<file path="src/rtl/cic_pkg.sv">
package cic_pkg;

    localparam int LINES  = 8;
    localparam int IDX_W  = $clog2(LINES);
    localparam int VEC_W  = 8;
    localparam int BASE_W = VEC_W - IDX_W;

    // first setup word
    localparam int W1_START_BIT  = 4;
    localparam int W1_SINGLE_BIT = 1;
    localparam int W1_MODEW_BIT  = 0;
    // mode word
    localparam int MW_AUTO_BIT   = 1;
    localparam int MW_NEST_BIT   = 4;
    // even-address commands
    localparam int CMD_SEL_BIT   = 3;
    localparam int CMD_RDEN_BIT  = 1;
    localparam int CMD_RDSRC_BIT = 0;
    localparam logic [2:0] EOI_ANY  = 3'b001;
    localparam logic [2:0] EOI_LINE = 3'b011;

    typedef logic [LINES-1:0] line_vec_t;
    typedef logic [IDX_W-1:0] line_idx_t;

    typedef enum logic [2:0] {
        CS_OFF,
        CS_BASE,
        CS_CASC,
        CS_MODE,
        CS_RUN
    } cfg_state_e;

    typedef struct packed {
        logic [BASE_W-1:0] vbase;
        logic              single;
        logic              want_mode;
        line_vec_t         casc_map;
        logic              auto_eoi;
        logic              nested_sp;
    } cfg_t;

    typedef struct packed {
        logic      hit;
        line_idx_t idx;
    } pick_t;

    // lowest index wins
    function automatic pick_t pick_first(line_vec_t v);
        pick_t p;
        p.hit = 1'b0;
        p.idx = '0;
        for (int i = LINES - 1; i >= 0; i--) begin
            if (v[i]) begin
                p.hit = 1'b1;
                p.idx = line_idx_t'(i);
            end
        end
        return p;
    endfunction

    function automatic line_vec_t one_hot(line_idx_t i);
        line_vec_t v;
        v    = '0;
        v[i] = 1'b1;
        return v;
    endfunction

endpackage

</file>
<file path="src/rtl/cic_cfg.sv">
module cic_cfg
    import cic_pkg::*;
(
    input  logic                  clk,
    input  logic                  rst,
    input  logic                  wr_en,
    input  logic                  addr_odd,
    input  logic [VEC_W-1:0]      wr_data,
    output cfg_state_e            state,
    output logic [BASE_W-1:0]     vbase,
    output logic                  single,
    output line_vec_t             casc_map,
    output logic                  auto_eoi,
    output logic                  nested_sp,
    output line_vec_t             mask,
    output logic                  rd_isr,
    output logic                  init_pulse,
    output logic                  eoi_any,
    output logic                  eoi_line,
    output line_idx_t             eoi_lvl
);

    cfg_t cfg_q;
    logic running;
    logic even_cmd;

    assign running    = (state == CS_RUN);
    assign init_pulse = wr_en && !addr_odd && wr_data[W1_START_BIT];
    assign even_cmd   = wr_en && !addr_odd && !wr_data[W1_START_BIT] && running;
    assign eoi_any    = even_cmd && !wr_data[CMD_SEL_BIT] && (wr_data[7:5] == EOI_ANY);
    assign eoi_line   = even_cmd && !wr_data[CMD_SEL_BIT] && (wr_data[7:5] == EOI_LINE);
    assign eoi_lvl    = wr_data[IDX_W-1:0];

    always_ff @(posedge clk) begin
        if (rst) begin
            state  <= CS_OFF;
            cfg_q  <= '0;
            mask   <= '0;
            rd_isr <= 1'b0;
        end else if (init_pulse) begin
            state              <= CS_BASE;
            cfg_q.single       <= wr_data[W1_SINGLE_BIT];
            cfg_q.want_mode    <= wr_data[W1_MODEW_BIT];
            cfg_q.casc_map     <= '0;
            cfg_q.auto_eoi     <= 1'b0;
            cfg_q.nested_sp    <= 1'b0;
            mask               <= '0;
            rd_isr             <= 1'b0;
        end else if (wr_en && addr_odd) begin
            case (state)
                CS_BASE: begin
                    cfg_q.vbase <= wr_data[VEC_W-1:IDX_W];
                    if (!cfg_q.single)
                        state <= CS_CASC;
                    else
                        state <= cfg_q.want_mode ? CS_MODE : CS_RUN;
                end
                CS_CASC: begin
                    cfg_q.casc_map <= wr_data;
                    state          <= cfg_q.want_mode ? CS_MODE : CS_RUN;
                end
                CS_MODE: begin
                    cfg_q.auto_eoi  <= wr_data[MW_AUTO_BIT];
                    cfg_q.nested_sp <= wr_data[MW_NEST_BIT];
                    state           <= CS_RUN;
                end
                CS_RUN:  mask <= wr_data;
                default: ;
            endcase
        end else if (even_cmd && wr_data[CMD_SEL_BIT] && wr_data[CMD_RDEN_BIT]) begin
            rd_isr <= wr_data[CMD_RDSRC_BIT];
        end
    end

    assign vbase     = cfg_q.vbase;
    assign single    = cfg_q.single;
    assign casc_map  = cfg_q.casc_map;
    assign auto_eoi  = cfg_q.auto_eoi;
    assign nested_sp = cfg_q.nested_sp;


    init_restart_chk: assert property (@(posedge clk) disable iff (rst)
        (wr_en && !addr_odd && wr_data[W1_START_BIT]) |=> (state == CS_BASE && mask == '0));


    mask_hold_chk: assert property (@(posedge clk) disable iff (rst)
        (state != CS_RUN && !(wr_en && !addr_odd && wr_data[W1_START_BIT])) |=> mask == $past(mask));

endmodule

</file>
<file path="src/rtl/cic_irr.sv">
module cic_irr
    import cic_pkg::*;
(
    input  logic      clk,
    input  logic      rst,
    input  logic      clear,
    input  line_vec_t req_i,
    input  logic      take,
    input  line_idx_t take_idx,
    output line_vec_t irr
);

    line_vec_t prev_q;
    line_vec_t rise;
    line_vec_t drop;

    assign rise = req_i & ~prev_q;
    assign drop = take ? one_hot(take_idx) : '0;

    always_ff @(posedge clk) begin
        if (rst) begin
            prev_q <= '0;
            irr    <= '0;
        end else if (clear) begin
            prev_q <= req_i;
            irr    <= '0;
        end else begin
            prev_q <= req_i;
            irr    <= (irr & ~drop) | rise;
        end
    end


    irr_clear_chk: assert property (@(posedge clk) disable iff (rst)
        clear |=> irr == '0);


    edge_latch_chk: assert property (@(posedge clk) disable iff (rst)
        !clear |=> ((irr & $past(req_i & ~prev_q)) == $past(req_i & ~prev_q)));

endmodule

</file>
<file path="src/rtl/cic_arb.sv">
module cic_arb
    import cic_pkg::*;
(
    input  logic              clk,
    input  logic              rst,
    input  cfg_state_e        state,
    input  logic [BASE_W-1:0] vbase,
    input  logic              single,
    input  line_vec_t         casc_map,
    input  logic              nested_sp,
    input  logic              slave_mode,
    input  line_vec_t         irr,
    input  line_vec_t         mask,
    input  line_vec_t         isr,
    input  logic              ack_i,
    input  logic              cas_vld_i,
    input  line_idx_t         cas_id_i,
    output logic              irq_o,
    output logic              take,
    output line_idx_t         take_idx,
    output logic [VEC_W-1:0]  vec_o,
    output logic              vec_en_o,
    output logic              cas_vld_o,
    output line_idx_t         cas_id_o
);

    pick_t pend;
    pick_t srv;
    logic  casc_line;
    logic  nest_ok;
    logic  allowed;
    logic  chosen;
    logic  as_slave;

    assign pend      = pick_first(irr & ~mask);
    assign srv       = pick_first(isr);
    assign as_slave  = slave_mode && !single;
    assign casc_line = !single && !slave_mode && casc_map[pend.idx];
    assign nest_ok   = nested_sp && casc_line && (srv.idx == pend.idx);
    assign allowed   = pend.hit && (!srv.hit || (pend.idx < srv.idx) || nest_ok);
    assign irq_o     = (state == CS_RUN) && allowed;
    assign chosen    = as_slave ? (cas_vld_i && (cas_id_i == casc_map[IDX_W-1:0])) : 1'b1;
    assign take      = ack_i && irq_o && chosen;
    assign take_idx  = pend.idx;

    assign vec_o     = {vbase, pend.idx};
    assign vec_en_o  = take && !casc_line;
    assign cas_vld_o = take && casc_line;
    assign cas_id_o  = cas_vld_o ? pend.idx : '0;


    vec_cas_excl_chk: assert property (@(posedge clk) disable iff (rst)
        !(vec_en_o && cas_vld_o));

endmodule

</file>
<file path="src/rtl/casc_intc.sv">
module casc_intc
    import cic_pkg::*;
(
    input  logic             clk,
    input  logic             rst,
    input  logic [7:0]       req_i,
    input  logic             addr_odd_i,
    input  logic             wr_en_i,
    input  logic [7:0]       wr_data_i,
    output logic [7:0]       rd_data_o,
    input  logic             ack_i,
    input  logic             slave_mode_i,
    input  logic             cas_vld_i,
    input  logic [2:0]       cas_id_i,
    output logic             irq_o,
    output logic [7:0]       vec_o,
    output logic             vec_en_o,
    output logic             cas_vld_o,
    output logic [2:0]       cas_id_o
);

    cfg_state_e        cstate;
    logic [BASE_W-1:0] vbase;
    logic              single;
    line_vec_t         casc_map;
    logic              auto_eoi;
    logic              nested_sp;
    line_vec_t         mask;
    logic              rd_isr;
    logic              init_pulse;
    logic              eoi_any;
    logic              eoi_line;
    line_idx_t         eoi_lvl;
    line_vec_t         irr;
    line_vec_t         isr;
    logic              take;
    line_idx_t         take_idx;

    cic_cfg u_cfg (
        .clk        (clk),
        .rst        (rst),
        .wr_en      (wr_en_i),
        .addr_odd   (addr_odd_i),
        .wr_data    (wr_data_i),
        .state      (cstate),
        .vbase      (vbase),
        .single     (single),
        .casc_map   (casc_map),
        .auto_eoi   (auto_eoi),
        .nested_sp  (nested_sp),
        .mask       (mask),
        .rd_isr     (rd_isr),
        .init_pulse (init_pulse),
        .eoi_any    (eoi_any),
        .eoi_line   (eoi_line),
        .eoi_lvl    (eoi_lvl)
    );

    cic_irr u_irr (
        .clk      (clk),
        .rst      (rst),
        .clear    (init_pulse),
        .req_i    (req_i),
        .take     (take),
        .take_idx (take_idx),
        .irr      (irr)
    );

    cic_arb u_arb (
        .clk        (clk),
        .rst        (rst),
        .state      (cstate),
        .vbase      (vbase),
        .single     (single),
        .casc_map   (casc_map),
        .nested_sp  (nested_sp),
        .slave_mode (slave_mode_i),
        .irr        (irr),
        .mask       (mask),
        .isr        (isr),
        .ack_i      (ack_i),
        .cas_vld_i  (cas_vld_i),
        .cas_id_i   (cas_id_i),
        .irq_o      (irq_o),
        .take       (take),
        .take_idx   (take_idx),
        .vec_o      (vec_o),
        .vec_en_o   (vec_en_o),
        .cas_vld_o  (cas_vld_o),
        .cas_id_o   (cas_id_o)
    );

    // in-service tracking
    pick_t     srv_top;
    line_vec_t set_v;
    line_vec_t clr_v;

    assign srv_top = pick_first(isr);

    always_comb begin
        set_v = '0;
        clr_v = '0;
        if (take && !auto_eoi)
            set_v = one_hot(take_idx);
        if (eoi_any && srv_top.hit)
            clr_v = clr_v | one_hot(srv_top.idx);
        if (eoi_line)
            clr_v = clr_v | one_hot(eoi_lvl);
    end

    always_ff @(posedge clk) begin
        if (rst || init_pulse)
            isr <= '0;
        else
            isr <= (isr | set_v) & ~clr_v;
    end

    assign rd_data_o = addr_odd_i ? mask : (rd_isr ? isr : irr);


    isr_set_chk: assert property (@(posedge clk) disable iff (rst)
        (take && !auto_eoi && !eoi_any && !eoi_line && !init_pulse) |=> isr[$past(take_idx)]);


    isr_eoi_chk: assert property (@(posedge clk) disable iff (rst)
        (eoi_any && isr != '0 && !take && !init_pulse)
            |=> $countones(isr) == $countones($past(isr)) - 1);


    irq_setup_chk: assert property (@(posedge clk) disable iff (rst)
        init_pulse |=> !irq_o);

endmodule

</file>
<file path="config.mk">
export PLATFORM = sky130hd
export DESIGN_NAME = casc_intc
export DESIGN_NICKNAME = d
export VERILOG_FILES = /design/src/rtl/cic_pkg.sv /design/src/rtl/cic_cfg.sv /design/src/rtl/cic_irr.sv /design/src/rtl/cic_arb.sv /design/src/rtl/casc_intc.sv
export SDC_FILE = /design/constraint.sdc
export NUM_CORES = 1
export LEC_CHECK = 0
export BUFFER_PORTS_ARGS = -buffer_cell sky130_fd_sc_hd__clkbuf_2
export CORE_ASPECT_RATIO = 0.8
export CORE_MARGIN = 1.5
export CORE_UTILIZATION = 55
export DETAILED_ROUTE_END_ITERATION = 10
export PLACE_DENSITY = 0.77
export SLEW_MARGIN = 20
export SYNTH_ARGS = -nofsm -noshare
export SYNTH_HDL_FRONTEND = slang
export SYNTH_HIERARCHICAL = 1
export SYNTH_SLANG_ARGS = --single-unit
</file>
<file path="constraint.sdc">
create_clock -name clk -period 4.5 [get_ports clk]
set_input_delay 0.675 -clock clk [delete_from_list [all_inputs] [get_ports clk]]
set_output_delay 0.675 -clock clk [all_outputs]
set_load 0.05 [all_outputs]
</file>
==> impl_metrics.csv <==
group,metric,value,unit
run_status,status,"finished, final reports clean",
route,dr.pass1.iters,5,
clocking,clk_pin_slew,0.10,ns
route,vias,3117,
global_route,grt_pass1_wl,14.6,mm
yosys,syn-cell-area,0.00346,sq mm
yosys,postSynthCellCount,405,
global_route,grt_start_max_net_pins,30,
yosys,synth-seq-area-share,0.306,
yosys,synthTopCellsByCount,"53 x dfxtp_1, 43 x o21ai_0, 38 x a21oi_1, 26 x buf_4, 26 x nand3_1",
min_path,hold_path.class,"register to register",
yosys,synth.avg_cell_area,8.55,sq um
route,antenna_left,0,
layout,stdcell_area,0.00360,sq mm
clocking,cts_resized,0,
run,drv_cap,0,
floorplanning,ios,48,
floorplanning,die_x,91.7,um
route,wl,8.83,mm
clocking,numCtsBuffers,5,
clocking,cts.sinks,53,
placed_design,post-place-ws,0.980,ns
layout,fin_cells,501,
yosys,synth_edf_count,0,
placed_design,place.gp.congestion,0.915,
yosys,synth.most_common_cell,"dfxtp_1",
critical_path,crit_family,"compound AO/OA/AOI/OAI gates",
layout,fill_cells,580,
critical_path,cp_max_fo,16,
route,wl_per_cell,17.6,um
pwr,ir_drop,0.123,mV
yosys,synthArstFlopShare,0,
layout,drive_above_1_share,0.231,
sta,fin_crit,3.89,ns
clocking,htree_levels,2,
critical_path,crit_path_cell_trace,"nor2b_4 -> a2111oi_2 -> nor2b_1 -> buf_4 -> ha_1 -> and3_1 -> nor2_1 -> o21ai_0 -> a31oi_1 -> nor4b_1 -> clkbuf_2",
sta,final.setup_skew,0.00784,ns
sta,fin_ws,0.611,ns
yosys,synth_warnings,6,
critical_path,cp_data_required_time,3.83,ns
floorplanning,rows,25,
sta,timing.fmax,257,MHz
clocking,clock_latency,0.31,ns
critical_path,path_class,"register to output pin",
route,wl_met2,3.84,mm
layout,area_growth,3.94,%
critical_path,start_kind,"register",
critical_path,cpMaxStageDelayCell,"a2111oi_2",
floorplanning,initial_core_util,0.577,
clocking,cts_root_buf,"clkbuf_8",
yosys,synth_ff_type,"dfxtp_1",
layout,nets,447,
sta,tightest_slew,0.721,ns
floorplanning,die_h,74.0,um
sta,fin_crit_sh,0.864,
route,drt_iter0_markers,272,
yosys,synth_top_area_share,0.306,
clocking,clock_path_buffers,2,
floorplanning,fp.coreArea,0.00601,sq mm
sta,rsz0062_at_grt,"false",
pwr,p_leak,1.27,nW
critical_path,max_stage_delay,0.53,ns
sta,relSlewSlack,0.519,
clocking,post-cts-setup-buffers,0,
layout,diodes,0,
route,routed.top_layer,"met4",
yosys,synth_seq_cells,53,
clocking,cts-hold-fix-buffers,0,
critical_path,crit_path_end_kind,"output pin",
floorplanning,die_area,0.00678,sq mm
clocking,cts_tree,"built",
pwr,power_density,280,mW/mm^2
yosys,synth.largest_area_cell,"dfxtp_1",
route,drc,0,
global_route,antenna_found_initial,0,
critical_path,path_buf_inv,2,
yosys,synth_area_leaders,"dfxtp_1 31%, o21ai_0 6.2%, buf_4 5.6%",
global_route,grt-ovfl-total,0,
route,wl_met3,721,um
route,viasPerCell,6.22,
sta,slew_violations,0,
sta,hold_viol_final,0,
placed_design,hpwl,6.49,mm
global_route,track_usage,0.273,
route,drt-met1-wl,4.14,mm
placed_design,placed_cell_area,0.00351,sq mm
sta,setup_viol,0,
placed_design,dp.cells,493,
global_route,grt_pass1_vias,2869,
yosys,ys_types,64,
critical_path,cp_data_arrival_time,3.21,ns
placed_design,portBuffers,47,
sta,hold_slack,0.480,ns
yosys,synth_fp_nets,433,
[power by group]
group | switching (mW) | internal (mW)
registers | 0.0116 | 0.482
clock network | 0.161 | 0.111
logic | 0.155 | 0.0875
[per-stage QoR]
stage / power (mW) / util / TNS [ns]
final: 1.01 / 0.599 / 0
after global routing: 1.05 / 0.599 / 0
after CTS: 1.01 / 0.599 / 0
after detailed placement: 0.742 / 0.585 / 0
after global placement: 0.738 / 0.585 / 0
after floorplan: 0.692 / - / -0.0990
[worst reg2reg max path, cell delays in order (launching register included)]
cell and delay (ns):
dfxtp_1 0.33, nor2b_4 0.14, a2111oi_2 0.55, nor2b_1 0.21, buf_4 0.21, ha_1 0.26, o22ai_1 0.21, o21bai_1 0.15
o21ai_0 0.13, o22ai_1 0.59, or4b_1 0.51, a31o_1 0.23
[state kept, by name, indices dropped and copies added (netlist names), 3 cells and up]
register,flops
u_irr/irr,8
u_cfg/casc_map,8
u_cfg/mask,8
u_irr/prev_q,8
u_cfg/vbase,5
isr,8
u_cfg/state,3
[routing by layer]
metal | track usage | up-vias
met5 | 0 | -
met4 | 0.0752 | 0
met3 | 0.0552 | 8
met2 | 0.421 | 161
met1 | 0.393 | 1460
li1 | - | 1488
[cell families after synthesis]
group / count (synthesis) / share of synthesized area
simple gates: 151 / 0.282
compound gates: 128 / 0.257
buf+inv: 55 / 0.101
flops: 53 / 0.306
mux: 12 / 0.0361
xor+xnor: 4 / 0.0101
fa+ha+maj: 2 / 0.00722
[worst paths after layout]
kind,start,to,slack [ns],cells past startpoint
worst max-delay path,u_irr/irr[5],cas_id_o[1],0.61,11
worst min-delay path,u_cfg/vbase[2],u_cfg/vbase[2],0.48,2
worst max register to register,u_irr/irr[1],u_irr/irr[0],0.89,11
worst min register to register,u_cfg/vbase[2],u_cfg/vbase[2],0.48,2
[final cells by class]
type	instances	area (sq um)	area share
Sequential cell	53	1060	0.295
Inverter	13	48.8	0.0136
Timing Repair Buffer	49	250	0.0695
Clock buffer	6	72.6	0.0202
Multi-Input combinational cell	297	2050	0.570
Tap cell	81	101	0.0282
Clock inverter	2	13.8	0.00382
[placed cells by master, fill, tap and decap left out, drive strengths merged, types with 2 or more instances in the layout]
cell and count:
mux2i 11, nor2 23, ha 2, o211ai 2, o311ai 2, a31oi 4, o21ai 45, nand3b 8
and3 2, nand4b 4, a2111oi 4, nor4 2, o22ai 2, nor3b 3, nand3 26, clkbuf 53
a31o 8, o21bai 2, o221ai 2, o21a 3, a21oi 39, nor2b 22, inv 14, a211oi 9
nand2b 12, buf 2, nand2 21, and3b 3, nor3 3, nand4 4, nand4bb 3, nor4b 12
xnor2 4, dfxtp 53, a21o 2
Power figures use the tool's default switching activity.
